### src/rtl/tws_pkg.sv
package tws_pkg;
  localparam int TWS_DATA_W = 8;
  localparam int TWS_CNT_W  = 4;
  localparam int TWS_ADDR_W = 2;

  localparam logic [TWS_ADDR_W-1:0] ADDR_DATA = 2'd0;
  localparam logic [TWS_ADDR_W-1:0] ADDR_STAT = 2'd1;
  localparam logic [TWS_ADDR_W-1:0] ADDR_CTRL = 2'd2;

  // Strobes from control to datapath
  typedef struct packed {
    logic                 loadData;
    logic                 loadCount;
    logic [TWS_CNT_W-1:0] preset;
    logic [TWS_DATA_W-1:0] wrValue;
    logic                 countEdge;
    logic                 shiftIn;
    logic                 sdaBit;
    logic                 sclLow;
  } twsStrobe_t;
endpackage

### src/rtl/tws_sync.sv
module tws_sync #(
  parameter int STAGES = 2,
  parameter int WIDTH  = 2
) (
  input  logic             clk,
  input  logic             rstN,
  input  logic [WIDTH-1:0] din,
  output logic [WIDTH-1:0] dout
);
  logic [WIDTH-1:0] chain [STAGES];

  generate
    for (genvar s = 0; s < STAGES; s++) begin : g_stage
      if (s == 0) begin : g_first
        always_ff @(posedge clk or negedge rstN) begin
          if (!rstN) chain[s] <= '1;
          else       chain[s] <= din;
        end
      end else begin : g_rest
        always_ff @(posedge clk or negedge rstN) begin
          if (!rstN) chain[s] <= '1;
          else       chain[s] <= chain[s-1];
        end
      end
    end
  endgenerate

  assign dout = chain[STAGES-1];
endmodule

### src/rtl/tws_datapath.sv
module tws_datapath
  import tws_pkg::*;
(
  input  logic                  clk,
  input  logic                  rstN,
  input  twsStrobe_t            strobe,
  output logic [TWS_DATA_W-1:0] dataReg,
  output logic [TWS_CNT_W-1:0]  count,
  output logic                  sdaLatch,
  output logic                  ovfPulse
);
  localparam logic [TWS_CNT_W-1:0] CNT_MAX = '1;

  assign ovfPulse = strobe.countEdge && !strobe.loadCount && (count == CNT_MAX);

  // shift register
  always_ff @(posedge clk or negedge rstN) begin
    if (!rstN)                dataReg <= '1;
    else if (strobe.loadData) dataReg <= strobe.wrValue;
    else if (strobe.shiftIn)  dataReg <= {dataReg[TWS_DATA_W-2:0], strobe.sdaBit};
  end

  // edge counter
  always_ff @(posedge clk or negedge rstN) begin
    if (!rstN)                  count <= '0;
    else if (strobe.loadCount)  count <= strobe.preset;
    else if (strobe.countEdge)  count <= count + 1'b1;
  end

  // output latch: transparent while SCL low
  always_ff @(posedge clk or negedge rstN) begin
    if (!rstN)              sdaLatch <= 1'b1;
    else if (strobe.sclLow) sdaLatch <= dataReg[TWS_DATA_W-1];
  end

  p_count_step_r3: assert property (@(posedge clk) disable iff (!rstN)
    (strobe.countEdge && !strobe.loadCount) |=> (count == $past(count) + 1'b1));

  p_shift_one_r5: assert property (@(posedge clk) disable iff (!rstN)
    (strobe.shiftIn && !strobe.loadData) |=>
      (dataReg[TWS_DATA_W-1:1] == $past(dataReg[TWS_DATA_W-2:0])));

  p_latch_hold_r6: assert property (@(posedge clk) disable iff (!rstN)
    (!strobe.sclLow && !$past(strobe.sclLow)) |-> $stable(sdaLatch));
endmodule

### src/rtl/tws_ctrl.sv
module tws_ctrl
  import tws_pkg::*;
#(
  parameter int SYNC_STAGES = 2
) (
  input  logic                  clk,
  input  logic                  rstN,
  input  logic                  wrEn,
  input  logic [TWS_ADDR_W-1:0] addr,
  input  logic [TWS_DATA_W-1:0] wrData,
  input  logic                  sclIn,
  input  logic                  sdaIn,
  input  logic                  ovfPulse,
  input  logic                  sdaLatch,
  output twsStrobe_t            strobe,
  output logic [3:0]            flags,
  output logic                  sclHoldLow,
  output logic                  sdaForceLow,
  output logic                  sdaOutEn
);
  logic [1:0] busSync;
  logic       sclS, sdaS, sclPrev, sdaPrev;
  logic       sclRise, sclEdge, startSeen, stopSeen, collSeen;
  logic       wrStat, wrCtrl, wrDataReg;
  logic       flagStart, flagOvf, flagStop, flagColl;

  tws_sync #(.STAGES(SYNC_STAGES), .WIDTH(2)) u_sync (
    .clk  (clk),
    .rstN (rstN),
    .din  ({sclIn, sdaIn}),
    .dout (busSync)
  );
  assign sclS = busSync[1];
  assign sdaS = busSync[0];

  always_ff @(posedge clk or negedge rstN) begin
    if (!rstN) begin
      sclPrev <= 1'b1;
      sdaPrev <= 1'b1;
    end else begin
      sclPrev <= sclS;
      sdaPrev <= sdaS;
    end
  end

  assign sclRise   = sclS && !sclPrev;
  assign sclEdge   = sclS ^ sclPrev;
  assign startSeen = sclS && sclPrev && sdaPrev && !sdaS;
  assign stopSeen  = sclS && sclPrev && !sdaPrev && sdaS;
  assign collSeen  = sclRise && sdaOutEn && !sdaForceLow && sdaLatch && !sdaS;

  assign wrStat    = wrEn && (addr == ADDR_STAT);
  assign wrCtrl    = wrEn && (addr == ADDR_CTRL);
  assign wrDataReg = wrEn && (addr == ADDR_DATA);

  always_comb begin
    strobe.loadData  = wrDataReg;
    strobe.loadCount = wrStat;
    strobe.preset    = wrData[TWS_CNT_W-1:0];
    strobe.wrValue   = wrData;
    strobe.countEdge = sclEdge;
    strobe.shiftIn   = sclRise;
    strobe.sdaBit    = sdaS;
    strobe.sclLow    = !sclS;
  end

  // flags: event sets, write-one clears, event wins
  always_ff @(posedge clk or negedge rstN) begin
    if (!rstN) begin
      flagStart <= 1'b0;
      flagOvf   <= 1'b0;
      flagStop  <= 1'b0;
      flagColl  <= 1'b0;
    end else begin
      flagStart <= startSeen || (flagStart && !(wrStat && wrData[7]));
      flagOvf   <= ovfPulse  || (flagOvf   && !(wrStat && wrData[6]));
      flagStop  <= stopSeen  || (flagStop  && !(wrStat && wrData[5]));
      flagColl  <= collSeen  || (flagColl  && !(wrStat && wrData[4]));
    end
  end
  assign flags = {flagStart, flagOvf, flagStop, flagColl};

  // control bits
  always_ff @(posedge clk or negedge rstN) begin
    if (!rstN) begin
      sclHoldLow  <= 1'b0;
      sdaForceLow <= 1'b0;
      sdaOutEn    <= 1'b0;
    end else if (wrCtrl) begin
      sclHoldLow  <= wrData[0] ? !sclHoldLow : wrData[1];
      sdaForceLow <= wrData[2];
      sdaOutEn    <= wrData[3];
    end
  end

  p_start_flag_r7: assert property (@(posedge clk) disable iff (!rstN)
    startSeen |=> flagStart);

  p_stop_flag_r8: assert property (@(posedge clk) disable iff (!rstN)
    stopSeen |=> flagStop);

  p_ovf_flag_r3: assert property (@(posedge clk) disable iff (!rstN)
    ovfPulse |=> flagOvf);

  p_toggle_r2: assert property (@(posedge clk) disable iff (!rstN)
    (wrCtrl && wrData[0]) |=> (sclHoldLow != $past(sclHoldLow)));
endmodule

### src/rtl/tws_shift_unit.sv
module tws_shift_unit
  import tws_pkg::*;
#(
  parameter int SYNC_STAGES = 2
) (
  input  logic                  clk,
  input  logic                  rstN,
  input  logic                  wrEn,
  input  logic [TWS_ADDR_W-1:0] addr,
  input  logic [TWS_DATA_W-1:0] wrData,
  output logic [TWS_DATA_W-1:0] rdData,
  input  logic                  sclIn,
  input  logic                  sdaIn,
  output logic                  sclOe,
  output logic                  sdaOe
);
  twsStrobe_t            strobe;
  logic [TWS_DATA_W-1:0] dataReg;
  logic [TWS_CNT_W-1:0]  count;
  logic                  sdaLatch, ovfPulse;
  logic [3:0]            flags;
  logic                  sclHoldLow, sdaForceLow, sdaOutEn;

  tws_ctrl #(.SYNC_STAGES(SYNC_STAGES)) u_ctrl (
    .clk         (clk),
    .rstN        (rstN),
    .wrEn        (wrEn),
    .addr        (addr),
    .wrData      (wrData),
    .sclIn       (sclIn),
    .sdaIn       (sdaIn),
    .ovfPulse    (ovfPulse),
    .sdaLatch    (sdaLatch),
    .strobe      (strobe),
    .flags       (flags),
    .sclHoldLow  (sclHoldLow),
    .sdaForceLow (sdaForceLow),
    .sdaOutEn    (sdaOutEn)
  );

  tws_datapath u_dp (
    .clk      (clk),
    .rstN     (rstN),
    .strobe   (strobe),
    .dataReg  (dataReg),
    .count    (count),
    .sdaLatch (sdaLatch),
    .ovfPulse (ovfPulse)
  );

  assign sclOe = sclHoldLow;
  assign sdaOe = sdaOutEn && (sdaForceLow || !sdaLatch);

  always_comb begin
    case (addr)
      ADDR_DATA: rdData = dataReg;
      ADDR_STAT: rdData = {flags, count};
      ADDR_CTRL: rdData = {4'b0, sdaOutEn, sdaForceLow, sclHoldLow, 1'b0};
      default:   rdData = '0;
    endcase
  end

  p_sda_quiet_r6: assert property (@(posedge clk) disable iff (!rstN)
    !sdaOutEn |-> !sdaOe);
endmodule

### config.mk
export PLATFORM = sky130hd
export DESIGN_NAME = tws_shift_unit
export DESIGN_NICKNAME = d
export VERILOG_FILES = /design/src/rtl/tws_pkg.sv /design/src/rtl/tws_sync.sv /design/src/rtl/tws_datapath.sv /design/src/rtl/tws_ctrl.sv /design/src/rtl/tws_shift_unit.sv
export SDC_FILE = /design/constraint.sdc
export NUM_CORES = 1
export LEC_CHECK = 0
export BUFFER_PORTS_ARGS = -buffer_cell sky130_fd_sc_hd__buf_2
export CAP_MARGIN = 25
export CORE_MARGIN = 8
export CORE_UTILIZATION = 55
export DETAILED_ROUTE_END_ITERATION = 7
export PLACE_DENSITY = 0.78
export SYNTH_ARGS = -nofsm -noshare
export SYNTH_HDL_FRONTEND = slang
export SYNTH_HIERARCHICAL = 1
export SYNTH_SLANG_ARGS = --single-unit
### constraint.sdc
create_clock -name clk -period 2.2 [get_ports clk]
set_clock_uncertainty 0.2 [all_clocks]
set_input_delay 0.44 -clock clk [delete_from_list [all_inputs] [get_ports clk]]
set_output_delay 0.44 -clock clk [all_outputs]
set_load 0.005 [all_outputs]
# Yosys cells after proc, flatten, opt, wreduce, memory -nomap -nowiden
# Cells that the tools add are included.
[word_totals]
output_inout_bits = 10
latch_bits = 0
reg_bits = 26
input_bits = 15
wordCells = 68
ram_bits = 0
memories = 0
romBits = 0
[op_classes]
n_reduce_logical = 43
shifts = 0
mux = 6
multipliers = 0
addsub = 1
n_eq_ne = 3
n_lt_le_gt_ge = 0
div_mod_pow = 0
bitwise_logic = 1
[op_table]
columns = ["operator", "n"]
rows = [
  ["$logic_and A1 B1 Y1", 24],
  ["$pmux W8 S3", 1],
  ["$mux W8", 2],
  ["$logic_not A1 Y1", 11],
  ["$mux W4", 2],
  ["$logic_or A1 B1 Y1", 5],
  ["$add A4 B1 Y4 const B", 1],
  ["$eq A4 B4 Y1 const B", 1],
  ["$reduce_bool A2 Y1", 2],
  ["$eq A2 B1 Y1 const B", 1],
  ["$eq A2 B2 Y1 const B", 1],
  ["$logic_not A2 Y1", 1],
  ["$mux W1", 1],
  ["$xor A1 B1 Y1", 1],
]

# Depth between registers and ports, before layout
[logic_depth]
depth_word = 7
mapped_depth = 7
ltp_nobuf = 6

# By module
# The synthesis kept the hierarchy.
[modules_own_cells]
columns = ["mod", "area_per_inst_um2", "seq_area_each_um2", "n_inst", "cells_per_inst"]
rows = [
  ["tws_datapath", 625.6, 336.6, 1, 57],
  ["tws_ctrl", 563.0, 227.7, 1, 55],
  ["tws_shift_unit", 172.7, 0.0, 1, 21],
  ["tws_sync", 120.1, 105.1, 1, 6],
]

# Worst setup path before layout
# OpenSTA, ideal clock, no wires.
[synth_timing]
path_type = "register to register"
start = "reg u_ctrl.u_sync.chain (netlist bit u_ctrl/u_sync/dout[1])"
end = "reg u_dp.count[3]"
path_stages_with_launch = 8
period_less_slack_ps = 1772
path_buffers = 2
required_ps = 1875
arrival_ps = 1447
slack_ps = 428
setup_time_ps = 125
path_cell_list = "dfstp_2 > buf_4 > ha_1 > inv_1 > buf_4 > nand4_2 > xnor2_1 > mux2_2"
[synth_via]
elab_chain_cells = 2
[synth_rtl]
columns = ["element", "line_no", "text"]
rows = [
  ["start, declared", "tws_sync.sv:10", "logic [WIDTH-1:0] chain [STAGES];"],
  ["start signal, assigned by index", "tws_sync.sv:22", "else chain[s] <= chain[s-1];"],
  ["$xor A1 B1 Y1", "tws_ctrl.sv:47", "assign sclEdge = sclS ^ sclPrev;"],
  ["net u_ctrl.sclEdge", "tws_ctrl.sv:23", "logic sclRise, sclEdge, startSeen, stopSeen, collSeen;"],
  ["$reduce_bool A2 Y1 (no source line)", "-", ""],
  ["end signal, assigned", "tws_datapath.sv:26", "else if (strobe.loadCount) count <= strobe.preset;"],
  ["end signal, assigned", "tws_datapath.sv:27", "else if (strobe.countEdge) count <= count + 1'b1;"],
  ["end, declared", "tws_datapath.sv:8", "output logic [TWS_CNT_W-1:0] count,"],
]
# The timed path passes the listed nets, and every way through them passes these cells.
# A chain may end at the register's enable or synchronous reset.

# Worst setup path in the final report
[layout_timing]
start = "reg u_dp.dataReg[3]"
end = "out rdData[3]"
[layout_via]
elab_chain_cells = 1
[layout_rtl]
columns = ["element", "line_no", "text"]
rows = [
  ["start, declared", "tws_datapath.sv:7", "output logic [TWS_DATA_W-1:0] dataReg,"],
  ["start signal, assigned", "tws_datapath.sv:19", "else if (strobe.loadData) dataReg <= strobe.wrValue;"],
  ["start signal, assigned", "tws_datapath.sv:20", "else if (strobe.shiftIn) dataReg <= {dataReg[TWS_DATA_W-2:0], strobe.sdaBit};"],
  ["$pmux W8 S3", "tws_shift_unit.sv:55", "case (addr)"],
  ["end, declared", "tws_shift_unit.sv:11", "output logic [TWS_DATA_W-1:0] rdData,"],
]
# No other way between the ends.

==> summary.md <==
| Metric | Value |
|---|---|
| Post-route DRC violation count | 0 |
| Max-slew violations | 0 |
| Worst EP required | 1.56 ns |
| Cts repair resizes | 0 |
| CTS buffer count | 3 |
| Final Net Count | between 150 and 200 |
| IO Pins | 25 |
| CP cell instances | mux2i_1 > o2bb2ai_1 > buf_2 |
| Warning count from the yosys run | 6 |
| Sequential group share of total power | a little over half |
| Post-synthesis cell type count | 28 |
| Worst Path Buf+Inv | 1 |
| Sw Ratio | 29.88% |
| # hold bufs at CTS | 3 |
| All-Layer GR Usage | 13.89% |
| Pre-antenna DRT Iters | 4 |
| Global-route wire length before repair | a little under 5000 um |
| Fin Setup TNS | 0 ns |
| Critical path's slowest cell | dfstp_2 |
| Layout cells sized above 1 | 35.66% |
| Seq cells post-synth | 26 |
| Final period utilization | 88.46% |
| Final setup viols | 0 |
| Core box area | 2663 um^2 |
| CTS tree | built |
| CP arrival | 1.31 ns |
| Via/cell ratio | ~5.5 |
| Initial core utilization | 55.64% |
| Initial antenna violation count | 0 |
| Reg clk slew, reported paths | around 0.14 ns |
| Fin crit period | 1.946 ns |
| Maxcap violations | 0 |
| Layout area overhead | 2.280% |
| Clock Sinks | 26 |
| Worst slew pin tran | 0.5660 ns |
| Fin. Hold Viols | 0 |
| Worst slew margin | between 60% and 70% |
| Fillers | 239 |
| Die ar. | 4610 um^2 |
| Post-route ant nets | 0 |
| Status | complete, no violations |
| Total number of vias | 961 |
| Register area share after synthesis | 45.19% |
| Row Count | 19 |
| Top delay family on crit path | flip-flops |
| Mapped Cells | 139 |
| Crit-path max FO | 3 |
| Die Y | 67.90 um |
| Vias in the first global route | ~990 |
| Detail-routed net length per standard cell | 16.66 um |
| RSZ-0062 raised after global routing | no |
| DRT Wirelength | between 2000 and 3000 um |
| Mean post-synth cell area | roughly 11 um^2 |
| H-tree lvl count | 1 |
| Combinational share of power | 24.7% |
| Synthesized area | 1481 um^2 |
| Worst path max stage delay | 0.57 ns |
| Post-CTS Setup Bufs | 0 |
| Hold crit path type | in -> reg |
| CP Launch Type | flop |
| Leakage | 0.0006964 uW |
| Critical Path Sink Type | output port |
| Post-Syn Nets | 157 |
| Clk buf depth | 2 |
| Antenna diodes | 0 |
| Setup CP Type | reg -> out |
| Starting DRC count in detailed routing | 70 |
| Die W | approximately 68 um |
| Power Density | ~940 nW/um^2 |
| Final Util | a little under three fifths |
| Int Pwr | 998.3 uW |
| Largest net degree at the start of global routing | 27 |
| Clock Latency Late Sink | 0.31 ns |
| Clock Power Share | a little under a quarter |
| F_max | 513.8 MHz |
| GPL Wtd Cong | 0.8385 |
| Peak VDD IR | between 0.6 and 0.7 mV |
| Net Switching | 425.3 uW |
| PortBufs | 24 |
| Root Buffer | clkbuf_4 |
| Grt ovf | 0 |
| Post-DP HPWL | 2142 um |
[placed cells by master (no fill, tap or decap)]
cell	instances
nor3b_1	1
nand4b_1	1
dfrtp_1	11
nand2_2	1
inv_1	6
nor2_1	5
ha_1	3
nand3b_1	1
buf_4	1
nand2_1	18
clkbuf_4	3
nand4_2	1
bufinv_16	1
a32o_1	1
mux2i_1	18
a21o_1	1
buf_2	24
nor2b_4	1
nor3_1	1
mux2_2	4
and3b_1	1
xnor2_1	2
o21ai_1	1
o2bb2ai_1	5
o21ai_0	11
dlygate4sd3_1	3
a21boi_0	1
dfstp_2	15
xor2_1	1
[sequential cells by signal, indices dropped and copies added, names as in the netlist, 2 cells and up]
name / cells
u_ctrl/u_sync/dout: 2
u_dp/count: 4
u_dp/dataReg: 8
u_ctrl/u_sync/chain: 2
[Yosys cell counts]
master	number	share of area, %
o21ai_0	11	3.7
inv_1	6	1.5
and3b_1	1	0.59
xor2_1	1	0.59
dfrtp_1	11	19
nand4b_1	1	0.59
mux2_2	4	3.0
ha_1	3	2.5
a21boi_0	1	0.51
o2bb2ai_1	5	3.0
nand3b_1	1	0.51
mux2i_1	18	12
nor2b_4	1	0.93
buf_2	1	0.34
buf_4	23	12
clkbuf_1	1	0.25
a21o_1	1	0.51
nor3b_1	1	0.51
nand4_2	1	0.84
nor2_1	5	1.3
dfstp_2	15	27
nor3_1	1	0.34
nand2_2	1	0.42
nand2_1	18	4.6
xnor2_1	2	1.2
buf_6	3	2.3
o21ai_1	1	0.34
a32o_1	1	0.68
[path summary, 6_finish.rpt]
kind	startpoint	to	slack, ns	cells after the start
min reg2reg	u_ctrl/u_sync/chain[3]$_DFF_PN1_	u_ctrl/u_sync/dout[1]$_DFF_PN1_	0.17	0
max reg2reg	u_ctrl/sclPrev$_DFF_PN1_	u_dp/count[3]$_DFFE_PN0P_	0.37	6
max	u_dp/dataReg[3]$_DFFE_PN1P_	rdData[3]	0.25	3
min in group asynchronous	rstN	u_ctrl/flagStart$_DFF_PN0_	0.43	2
max in group asynchronous	rstN	u_dp/dataReg[2]$_DFFE_PN1P_	0.98	2
min	wrData[5]	u_dp/dataReg[5]$_DFFE_PN1P_	0.15	3
[tightest hold or removal path, stage by stage]
cell and delay (ns):
buf_2 0.11, nand2_1 0.05, o21ai_0 0.07
[area by class of cell]
class                      instances  area (um^2)  area share, %
clock buffer                       3        22.52          1.486
clock inverter                     1        30.03          1.982
inverter                           6        22.52          1.486
multi-input combinational         79        574.3          37.90
sequential                        26        669.4          44.18
tap                               31        38.79          2.560
timing repair buffer              28        157.7          10.40
[per-stage QoR]
stage          worst slack, ns  hold slack, ns  instance area, um^2  power [uW]  cells
6_report                0.2538          0.1533                 1515        1424    174
5_1_grt                 0.1718          0.1444                 1515        1516    174
4_1_cts                 0.2598          0.1419                 1515        1434    174
3_5_place_dp            0.3574          0.1476                 1433        1098    167
3_3_place_gp            0.3926          0.1457                 1433        1071    167
2_1_floorplan           0.4280        -0.05559                 1481        1008    139
[cell families (layout without fill, tap and decap cells)]
logic type      count (synthesis)  in the layout  synth area share (%)
buf+inv                        34             38                 16.05
simple gates                   31             31                 10.56
flops                          26             26                 45.19
mux                            22             22                 15.20
compound gates                 20             20                 8.699
fa+ha+maj                       3              3                 2.534
xor+xnor                        3              3                 1.774
[power groups by stage]
stage                     Combinational [uW]  Clock (uW)  Sequential [uW]
after floorplan                          290           0              718
after global placement                   320           0              751
after detailed placement                 340           0              758
after CTS                                352         331              751
after global routing                     391         355              770
final                                    351         322              750
[routing by layer]
metal	GRT usage [%]	up-vias	routed length (um)
li1	-	455	-
met4	3.836	0	20
met2	23.08	33	1457
met3	3.601	2	200
met5	0	-	0
met1	17.52	471	1220
No activity file was read; power rests on OpenSTA's default activity.
